--- src/rtl/intc_pkg.sv ---
`timescale 1ns/1ps
package intc_pkg;

  localparam int OFF_LEVEL = 'h00;
  localparam int OFF_PEND  = 'h04;
  localparam int OFF_FORCE = 'h08;
  localparam int OFF_CLEAR = 'h0C;
  localparam int OFF_MASK  = 'h40;

  typedef enum logic [2:0] {
    RD_NONE  = 3'd0,
    RD_LEVEL = 3'd1,
    RD_PEND  = 3'd2,
    RD_FORCE = 3'd3,
    RD_MASK  = 3'd4
  } rd_sel_e;

  typedef struct packed {
    logic    wrPend;
    logic    wrForce;
    logic    wrMask;
    logic    swClr;
    logic    hwClr;
    rd_sel_e rdSel;
  } intc_strb_t;

endpackage

--- src/rtl/intc_ctrl.sv ---
`timescale 1ns/1ps
module intc_ctrl
  import intc_pkg::*;
#(
  parameter int ADDR_W    = 8,
  parameter int NUM_LINES = 15,
  parameter int LVL_W     = 4
) (
  input  logic              clk,
  input  logic              rst_n,
  input  logic              busSel,
  input  logic              busWrite,
  input  logic [ADDR_W-1:0] busAddr,
  input  logic              ackValid,
  input  logic [LVL_W-1:0]  ackLevel,
  output intc_strb_t        strb
);

  logic wrEn;
  logic ackInRange;

  assign wrEn       = busSel && busWrite;
  assign ackInRange = (ackLevel != '0) && (int'(ackLevel) <= NUM_LINES);

  always_comb begin
    strb       = '0;
    strb.rdSel = RD_NONE;
    if (busSel) begin
      case (busAddr)
        ADDR_W'(OFF_LEVEL): strb.rdSel = RD_LEVEL;
        ADDR_W'(OFF_PEND): begin
          strb.rdSel  = RD_PEND;
          strb.wrPend = wrEn;
        end
        ADDR_W'(OFF_FORCE): begin
          strb.rdSel   = RD_FORCE;
          strb.wrForce = wrEn;
        end
        ADDR_W'(OFF_MASK): begin
          strb.rdSel  = RD_MASK;
          strb.wrMask = wrEn;
        end
        ADDR_W'(OFF_CLEAR): strb.swClr = wrEn;
        default: ;
      endcase
    end
    strb.hwClr = ackValid && ackInRange;
  end

  // one bus write reaches at most one register per cycle
  a_r10_one_write: assert property (@(posedge clk) disable iff (!rst_n)
    $onehot0({strb.wrPend, strb.wrForce, strb.wrMask, strb.swClr}));

endmodule

--- src/rtl/intc_dp.sv ---
`timescale 1ns/1ps
module intc_dp
  import intc_pkg::*;
#(
  parameter int NUM_LINES = 15,
  parameter int LVL_W     = 4,
  parameter int DATA_W    = 32
) (
  input  logic               clk,
  input  logic               rst_n,
  input  intc_strb_t         strb,
  input  logic [LVL_W-1:0]   ackIdx,
  input  logic [NUM_LINES:1] irqIn,
  input  logic [NUM_LINES:1] wLines,
  output logic [LVL_W-1:0]   irqLevel,
  output logic [DATA_W-1:0]  rdata
);

  logic [NUM_LINES:1] pendReg, forceReg, maskReg, irqPrev;
  logic [NUM_LINES:1] riseVec, hwMask, clrVec, activeVec;
  logic [NUM_LINES:1] pendNext, forceNext;
  logic [NUM_LINES:0] actFull;

  assign riseVec = irqIn & ~irqPrev;

  for (genvar k = 1; k <= NUM_LINES; k++) begin : g_line
    assign hwMask[k] = strb.hwClr && (ackIdx == LVL_W'(k));
    // one clear operation shared by both acknowledge paths; a new edge wins
    assign pendNext[k]  = ((strb.wrPend ? wLines[k] : pendReg[k]) & ~clrVec[k])
                          | riseVec[k];
    assign forceNext[k] = (strb.wrForce ? wLines[k] : forceReg[k]) & ~clrVec[k];
  end

  assign clrVec    = (strb.swClr ? wLines : '0) | hwMask;
  assign activeVec = (pendReg | forceReg) & maskReg;
  assign actFull   = {activeVec, 1'b0};

  always_ff @(posedge clk) begin
    if (!rst_n) begin
      pendReg  <= '0;
      forceReg <= '0;
      maskReg  <= '0;
      irqPrev  <= '0;
    end else begin
      pendReg  <= pendNext;
      forceReg <= forceNext;
      irqPrev  <= irqIn;
      if (strb.wrMask) maskReg <= wLines;
    end
  end

  always_comb begin
    irqLevel = '0;
    for (int k = 1; k <= NUM_LINES; k++) begin
      if (activeVec[k]) irqLevel = LVL_W'(k);
    end
  end

  always_comb begin
    rdata = '0;
    case (strb.rdSel)
      RD_LEVEL: rdata[LVL_W-1:0]   = irqLevel;
      RD_PEND:  rdata[NUM_LINES:1] = pendReg;
      RD_FORCE: rdata[NUM_LINES:1] = forceReg;
      RD_MASK:  rdata[NUM_LINES:1] = maskReg;
      default:  rdata = '0;
    endcase
  end

  // a nonzero level names an active line with nothing above it
  a_r3_level_top: assert property (@(posedge clk) disable iff (!rst_n)
    (irqLevel != '0) |-> ((actFull >> irqLevel) == (NUM_LINES+1)'(1)));
  // level 0 only when no line is active
  a_r3_level_idle: assert property (@(posedge clk) disable iff (!rst_n)
    (irqLevel == '0) |-> (actFull == '0));
  // a software clear leaves no force bit of its mask set
  a_r5_sw_clears_force: assert property (@(posedge clk) disable iff (!rst_n)
    strb.swClr |=> ((forceReg & $past(wLines)) == '0));
  // processor acknowledge clears its bit and leaves the others
  a_r7_ack_only_bit: assert property (@(posedge clk) disable iff (!rst_n)
    (strb.hwClr && !strb.swClr && !strb.wrForce) |=>
      ((forceReg & $past(hwMask)) == '0) &&
      ((forceReg | $past(hwMask)) == ($past(forceReg) | $past(hwMask))));
  // an input edge is never lost to a clear in the same cycle
  a_r8_edge_wins: assert property (@(posedge clk) disable iff (!rst_n)
    (riseVec != '0) |=> ((pendReg & $past(riseVec)) == $past(riseVec)));

endmodule

--- src/rtl/intc_dualack.sv ---
`timescale 1ns/1ps
module intc_dualack
  import intc_pkg::*;
#(
  parameter int NUM_LINES = 15,
  parameter int ADDR_W    = 8,
  parameter int DATA_W    = 32,
  localparam int LVL_W    = $clog2(NUM_LINES + 1)
) (
  input  logic               clk,
  input  logic               rst_n,
  input  logic [NUM_LINES:1] irqIn,
  input  logic               busSel,
  input  logic               busWrite,
  input  logic [ADDR_W-1:0]  busAddr,
  input  logic [DATA_W-1:0]  busWdata,
  output logic [DATA_W-1:0]  busRdata,
  input  logic               ackValid,
  input  logic [LVL_W-1:0]   ackLevel,
  output logic [LVL_W-1:0]   irqLevel
);

  intc_strb_t         strb;
  logic [NUM_LINES:1] wLines;
  logic               unusedWdata;

  assign wLines      = busWdata[NUM_LINES:1];
  assign unusedWdata = ^{busWdata[0], busWdata[DATA_W-1:NUM_LINES+1]};

  intc_ctrl #(.ADDR_W(ADDR_W), .NUM_LINES(NUM_LINES), .LVL_W(LVL_W)) u_ctrl (
    .clk      (clk),
    .rst_n    (rst_n),
    .busSel   (busSel),
    .busWrite (busWrite),
    .busAddr  (busAddr),
    .ackValid (ackValid),
    .ackLevel (ackLevel),
    .strb     (strb)
  );

  intc_dp #(.NUM_LINES(NUM_LINES), .LVL_W(LVL_W), .DATA_W(DATA_W)) u_dp (
    .clk      (clk),
    .rst_n    (rst_n),
    .strb     (strb),
    .ackIdx   (ackLevel),
    .irqIn    (irqIn),
    .wLines   (wLines),
    .irqLevel (irqLevel),
    .rdata    (busRdata)
  );

endmodule

--- config.mk ---
export PLATFORM = sky130hd
export DESIGN_NAME = intc_dualack
export DESIGN_NICKNAME = d
export VERILOG_FILES = /design/src/rtl/intc_pkg.sv /design/src/rtl/intc_ctrl.sv /design/src/rtl/intc_dp.sv /design/src/rtl/intc_dualack.sv
export SDC_FILE = /design/constraint.sdc
export NUM_CORES = 1
export LEC_CHECK = 0
export BUFFER_PORTS_ARGS = -buffer_cell sky130_fd_sc_hd__buf_2
export CAP_MARGIN = 10
export CORE_MARGIN = 2
export CORE_UTILIZATION = 45
export DETAILED_ROUTE_END_ITERATION = 10
export PLACE_DENSITY = 0.72
export SLEW_MARGIN = 0
export SYNTH_ARGS = -nofsm -noshare
export SYNTH_HDL_FRONTEND = slang
export SYNTH_SLANG_ARGS = --single-unit
--- constraint.sdc ---
create_clock -name clk -period 2.1 [get_ports clk]
set_input_delay 0.21 -clock clk [delete_from_list [all_inputs] [get_ports clk]]
set_output_delay 0.21 -clock clk [all_outputs]
set_load 0.02 [all_outputs]
## Yosys cells after proc, flatten, opt, wreduce, memory -nomap -nowiden

Index checks and enable logic that the tools add are counted.

- Reduce and logical (&&, ||, !) cells: 19
- Multiplexer cells: 56
- Bitwise operators: 65
- Equality and inequality tests: 23

Operator list:

| kind | number |
|---|---|
| $mux W1 | 36 |
| $mux W4 | 9 |
| $pmux W12 S3 | 1 |
| $eq A4 B4 Y1 const B | 8 |
| $and A1 B1 Y1 | 30 |
| $and A15 B15 Y15 | 2 |
| $or A15 B15 Y15 | 2 |
| $pmux W3 S4 | 2 |
| $logic_and A1 B1 Y1 | 17 |
| $eq A4 B3 Y1 const B | 4 |
| $eq A8 B4 Y1 const B | 2 |
| $mux W15 | 1 |
| $mux W3 | 5 |
| $not A1 Y1 | 15 |
| $not A15 Y15 | 1 |
| $or A1 B1 Y1 | 15 |
| $eq A4 B2 Y1 const B | 2 |
| $eq A8 B3 Y1 const B | 1 |
| $eq A8 B7 Y1 const B | 1 |
| $logic_not A8 Y1 | 1 |
| $eq A3 B2 Y1 const B | 2 |
| $eq A4 B1 Y1 const B | 1 |
| $mux W2 | 2 |
| $reduce_bool A4 Y1 | 1 |
| other kinds (2) | 2 |

- Input bits: 64
- Flip-flop bits (word level): 60
- Output and inout bits: 36

## Longest topological paths before layout

Gate-level depths: netlist (run 1).

- Word-level depth: 18
- Gate-level depth with buffers: 7
- Mapped depth without buffers: 4

## Cells and area by module

A second synthesis (run 1) with hierarchy kept.

- Cell total of the unflattened synthesis: 365
- Area total of the unflattened synthesis: 3241.9 µm²

Modules (own cells, without submodules):

| module | area an instance (µm²) | cells an instance | seq. area each (µm²) | instances |
|---|---|---|---|---|
| intc_dp | 3093.0 | 348 | 1201.2 | 1 |
| intc_ctrl | 148.9 | 17 | 0.0 | 1 |

## Least setup slack after synthesis (run 1)

Ideal clock, no wire load.

- Kind: in2out
- Start: input port busAddr[7]
- End: output port busRdata[11]
- Path slack: 0.219 ns
- Required time: 1.890 ns
- Stages on the path: 5
- Arrival: 1.671 ns
- Cell sequence: or4b_4 > nor4_1 > buf_2 > a22oi_1 > nand2_1

- Longest elaborated chain between the ends: 5
- Elaborated cells on any way between the ends: 10
- Those cells by class: 6 x eq/ne; 3 x mux; 1 x reduce/logical

RTL lines:

| what | RTL line | text |
|---|---|---|
| start: declaration | intc_dualack.sv:15 | `input logic [ADDR_W-1:0] busAddr,` |
| $eq A8 B7 Y1 (tied with other cells) | intc_ctrl.sv:29 | `case (busAddr)` |
| $pmux W3 S4 (*) | intc_ctrl.sv:29 |  |
| $mux W3 (*) | intc_ctrl.sv:28 | `if (busSel) begin` |
| $eq A3 B3 Y1 or $eq A3 B2 Y1 (tied branches) | intc_dp.sv:61 | `case (strb.rdSel)` |
| $pmux W12 S3 (*) | intc_dp.sv:61 |  |
| end: declaration | intc_dualack.sv:17 | `output logic [DATA_W-1:0] busRdata,` |

Mark *: on every way between the ends. The rest lies on a longest branch, timed or not.

## Worst setup path after layout (run 1)

- Start: register u_dp.forceReg[7] (netlist name)
- End: output port busRdata[2]

- Longest elaborated chain between the ends: 12

RTL lines:

| what | RTL line | text |
|---|---|---|
| start: declaration | intc_dp.sv:19 | `logic [NUM_LINES:1] pendReg, forceReg, maskReg, irqPrev;` |
| start signal: assignment | intc_dp.sv:46 | `forceReg <= forceNext;` |
| $or A15 B15 Y15 | intc_dp.sv:35 | `assign activeVec = (pendReg \| forceReg) & maskReg;` |
| $and A15 B15 Y15 | intc_dp.sv:35 |  |
| $mux W3 | intc_dp.sv:55 | `if (activeVec[k]) irqLevel = LVL_W'(k);` |
| $mux W4 (8 in a row) | intc_dp.sv:55 |  |
| $pmux W3 S4 | intc_dp.sv:61 |  |

Every way passes these cells.

==> results of run 1 <==
-- sequential cells by signal (all words and copies together) (netlist names) --
name and cells:
u_dp.irqPrev 15, u_dp.maskReg 15, u_dp.pendReg 15, u_dp.forceReg 15
-- kinds of logic after synthesis --
| logic type | share of synthesized area [%] |
|---|---|
| AOI/OAI and AO/OA | 25.33 |
| buffers and inverters | 8.827 |
| DFF | 38.17 |
| muxes | 4.771 |
| other | 0.1192 |
| and+or+nand+nor | 22.78 |
-- synth_stat cells, types with 2 or more instances --
library cell / instances / area [µm²]
a21o_1: 17 / 127.6
and4_1: 2 / 17.52
clkbuf_1: 9 / 33.78
o22ai_1: 17 / 106.4
a21oi_1: 15 / 75.07
o21ai_0: 30 / 150.1
nor2_1: 3 / 11.26
a2bb2oi_1: 2 / 17.52
nor2b_1: 2 / 12.51
nor3b_1: 3 / 22.52
buf_2: 9 / 45.04
nor4_1: 2 / 12.51
o21a_1: 5 / 37.54
nand4_1: 5 / 31.28
nand3_1: 4 / 20.02
nor4_4: 2 / 42.54
buf_4: 16 / 120.1
mux2i_1: 15 / 150.1
a21boi_0: 10 / 75.07
o211ai_1: 4 / 30.03
a21boi_1: 5 / 37.54
nand3b_1: 5 / 37.54
nand2_1: 104 / 390.4
nand2b_1: 7 / 43.79
a22oi_1: 14 / 105.1
inv_1: 18 / 67.56
dfxtp_1: 60 / 1201
or2_2: 2 / 12.51
-- layout make-up --
type                       instances  area (µm²)  area share [%]
inverter                          18       67.56           1.805
sequential                        60        1201           32.09
clock buffer                      12       135.1           3.610
clock inverter                     3       15.01          0.4011
tap                               96       120.1           3.209
timing repair buffer              81       467.9           12.50
multi-input combinational        302        1737           46.39
-- power by group --
group	total [µW]	switching (µW)	internal [µW]
Combinational	231	138	93.0
Clock	838	422	416
Sequential	1210	28.6	1180
Total	2280	589	1690
-- per-stage QoR --
stage | std cells | cell area (µm²) | power (µW) | utilization, %
detailed placement | 557 | 3593 | 1463 | 52.89
global route | 572 | 3744 | 2391 | 55.10
CTS | 572 | 3744 | 2301 | 55.10
global placement | 557 | 3593 | 1457 | 52.89
floorplan | 415 | 3203 | 1391 | -
finish | 572 | 3744 | 2281 | 55.10
-- metal layers --
layer	routed length, µm	vias up	GRT usage [%]	share of wire, %
met3	605	21	5.184	7.1
met2	3794	138	37.26	45
met4	258	0	12.45	3.0
met5	0	-	0	0
li1	-	1517	-	-
met1	3828	1455	28.44	45
-- worst max-delay path, delay by kind of cell (launching register included) --
kind / cells / cell delay (ps)
and+or+nand+nor: 1 / 70
AOI/OAI and AO/OA: 3 / 820
buffers and inverters: 2 / 350
DFF: 1 / 320
-- timing repair --
item,CTS,global route
setup endpoints to repair,3,7
hold buffers,0,0
gates resized for setup,3,2
-- worst paths after layout --
| kind | slack [ps] | startpoint | endpoint |
|---|---|---|---|
| max | -20 | u_dp.forceReg[7]$_SDFF_PN0_ | busRdata[2] |
| min | 70 | irqIn[2] | u_dp.irqPrev[2]$_SDFF_PN0_ |
| max reg2reg | 1430 | u_dp.pendReg[8]$_SDFF_PN0_ | u_dp.pendReg[8]$_SDFF_PN0_ |
| min reg2reg | 420 | u_dp.irqPrev[13]$_SDFF_PN0_ | u_dp.pendReg[13]$_SDFF_PN0_ |
==> run metrics, run 1 <==
Max Cap Violations 0; global route overflow 0; pwr dens roughly 610 nW/µm²; worst hold path class in -> reg; top_reg_cell synth dfxtp_1; core region area between 6000 and 7000 µm²; worst-path cell chain o21ai_0 -> buf_4 -> nand4_1 -> a211oi_1 -> o22ai_1 -> buf_2; IO Pins 100; CTS H-Tree Depth 3; post-route ant nets 0; area added between synthesis and finish 18.97%; final WL 8.486 mm; CP arrival ~1900 ps; status complete, but fails checks; FP Rows 30; largest net degree at the start of global routing 28; final setup vio count 2; Mapped Cells 400; Starting Density 46.32%; gpl congestion 0.8186; die area 7678 µm²; Crit Path Category reg -> out; pre-CTS setup slack between 100 and 150 ps; I/O Buffers 66; GRT Overall Usage between 20% and 30%; worst-skew pair later-pin latency roughly 340 ps; Leakage ~0.0018 µW; Slew Limit Fails 0; CP max FO 3; Sinks on Clock Net 60; RSZ-0062 raised after global routing true; Hold Path Depth 3; hpwl dp approximately 6 mm; Post-synth EDFFs 0; R2R cell count 2; clock-pin transition on the worst setup and hold timing paths roughly 60 ps; FMAX around 470 MHz; drt wl/cell around 15 µm; vias per cell ~5.5; Max stage delay cell, worst path a211oi_1; Final Worst Setup Slack -22.51 ps; crit path time final 2123 ps; postcts setup bufs 0; FFs w/ async S/R, synth 0%; initial antenna violation count 0; DRT Pass-1 Iters 5; Layout Nets 536; worst-margin pin slew roughly 520 ps; crit path launch type register; first-pass GRT wire length between 10 and 15 mm; CP endpoint kind output port; peak supply drop roughly 0.00048 V; via count roughly 3.1k; synthesized area per cell 7.867 µm²; CP required about 1900 ps; fill cell count around 650; Die H 87.63 µm; DR iter-0 viols 157; CTS root buf clkbuf_8; vias in the first global route 2919; final hold vios 0; Synth warnings 0; Final period util 101.1%; total CTS buffers 9; sequential-to-total area share from yosys stat a little under two fifths; antenna cells 0; unique cell type count in the Yosys netlist 41; violated checks setup timing; hold slack roughly 67 ps; Max Clock Skew between 5 and 6 ps; ratio of cells with drive above 1 in the final layout 21.43%; drc violations 0; chip width around 90 µm; Clock Tree Buf Depth 2; CTS tree built; most frequent cells in the layout nand2_1, buf_2, dfxtp_1; register bit total from synthesis 60; Worst slew margin between 60 and 70%; mapped cell area about 3100 µm²; post-route setup TNS -44.11 ps; max incr delay on CP 390 ps; most common cell after layout, fill and taps aside nand2_1
Power figures use the tool's default switching activity.
==> inputs of run 2 (changes only) <==
--- a/config.mk
+++ b/config.mk
@@ -9,6 +9,7 @@
 export CAP_MARGIN = 10
 export CORE_MARGIN = 2
 export CORE_UTILIZATION = 45
+export CTS_BUF_LIST = sky130_fd_sc_hd__clkbuf_4 sky130_fd_sc_hd__clkbuf_8
 export DETAILED_ROUTE_END_ITERATION = 10
 export PLACE_DENSITY = 0.72
 export SLEW_MARGIN = 0
==> run 2 against run 1 <==
  * The run now ends clean
  * Global-route usage grew 0.14 points
  * Cell area grew 0.67%
  * Combinational power is essentially flat
  * Largest power group unchanged
  * Critical path depth shrank 1
  * Non-clock buffer count is the same
  * Hold slack is essentially flat
  * Wire length grew 0.18%
  * Register-to-register slack is essentially flat
  * Die area is the same
==> run metrics, run 2 (synthesized netlist as in run 1, its figures left out) <==
CTS root buf clkbuf_8; buffers and inverters on the worst path 1; CP max FO 3; drt wl/cell 14.86 µm; DR iter-0 viols 199; postcts setup bufs 0; CP required roughly 1900 ps; Leakage between 0.0015 and 0.002 µW; core region area between 6000 and 7000 µm²; post-route ant nets 0; global route overflow 0; Worst slew margin around two thirds; Max stage delay cell, worst path o21ai_0; RSZ-0062 raised after global routing false; worst-skew pair later-pin latency 340 ps; crit path launch type register; I/O Buffers 66; most frequent cells in the layout nand2_1, buf_2, dfxtp_1; chip width 87.63 µm; total power ~2300 µW; worst-margin pin slew roughly 510 ps; hold buffers post-CTS 0; R2R Setup Slk ~1400 ps; FMAX ~500 MHz; antenna cells 0; CTS H-Tree Depth 3; peak supply drop 0.0004801 V; max incr delay on CP approximately 350 ps; CP arrival about 1800 ps; most common cell after layout, fill and taps aside nand2_1; final setup vio count 0; final hold vios 0; FP Rows 30; Crit path max-delay family compound AO/OA/AOI/OAI gates; Max Cap Violations 0; CTS tree built; vias per cell roughly 5.4; initial antenna violation count 0; final WL ~8.5 mm; DRT Pass-1 Iters 5; Max Clock Skew between 4 and 5 ps; Layout Nets 536; GRT Overall Usage 23.15%; Final period util between 90% and 100%; Die H 87.63 µm; first-pass GRT wire length between 10 and 15 mm; ratio of cells with drive above 1 in the final layout a little under a quarter; clock-pin transition on the worst setup and hold timing paths 60 ps; status finished clean; pwr dens a little over 600 nW/µm²; Sinks on Clock Net 60; area added between synthesis and finish 19.76%; Crit Path Category reg -> out; vias in the first global route 2937; Clock Tree Buf Depth 2; total CTS buffers 9; CP endpoint kind output port; worst hold path class in -> reg; Starting Density between 40 and 50%; Slew Limit Fails 0; largest net degree at the start of global routing 28; worst-path cell chain o21ai_0 -> nand4_1 -> a211oi_2 -> o22ai_1 -> buf_2; drc violations 0; IO Pins 100; hold slack 67.35 ps; gpl congestion around 0.8; hpwl dp approximately 6 mm; via count 3104; crit path time final about 2000 ps; die area ~7700 µm²
[run 2: cell counts in the layout (fill, tap and decap cells not counted)]
No cell type changed its count.
[run 2: metrics by stage]
step / cell area (µm²) / setup TNS [ps] / worst slack (ps) / utilization [%] / cells
after global placement: 3593 / 0 / 125.6 / 52.89 / 557
after global routing: 3769 / 0 / 24.43 / 55.47 / 572
final: 3769 / 0 / 107.4 / 55.47 / 572
after floorplan: 3203 / 0 / 219.0 / - / 415
after CTS: 3755 / -9.210 / -9.210 / 55.27 / 572
after detailed placement: 3593 / 0 / 118.9 / 52.89 / 557
[run 2: what timing repair did]
item,4_1_cts,5_1_grt
cloned,0,0
endpoints found under the setup margin,3,7
gates resized for setup,3,9
pin swaps,0,1
[run 2: final timing paths]
path | from | end | cells past startpoint
setup / recovery | u_dp.forceReg[4]$_SDFF_PN0_ | busRdata[2] | 5
hold / removal | irqIn[2] | u_dp.irqPrev[2]$_SDFF_PN0_ | 3
setup reg to reg | u_dp.pendReg[8]$_SDFF_PN0_ | u_dp.pendReg[8]$_SDFF_PN0_ | 2
hold reg to reg | u_dp.irqPrev[13]$_SDFF_PN0_ | u_dp.pendReg[13]$_SDFF_PN0_ | 1
[run 2: where the power goes]
part           leakage, µW  total (µW)  switching [µW]  internal [µW]
logic              0.00123         230             137           93.0
registers         0.000492        1210            28.9           1180
clock network    0.0000902         879             424            455
total              0.00181        2320             590           1730
[run 2: layout make-up]
class,instances,area [µm²]
tap,96,120.1
multi-input combinational,302,1750
clock inverter,3,15.01
inverter,18,67.56
sequential,60,1201
clock buffer,12,146.4
fill,647,3025
timing repair buffer,81,467.9
[run 2: routing by layer]
layer	track usage (%)	wire [µm]	share of wire, %	vias to the layer above
li1	-	-	-	1521
met1	28.50	3730	44	1431
met2	37.40	3835	45	130
met3	6.315	709	8.3	22
met4	11.33	227	2.7	0
met5	0	0	0	-
[run 2: tightest hold or removal path, cell delays in order]
cell,delay [ps]
buf_2,70
nand2_1,50
inv_1,50
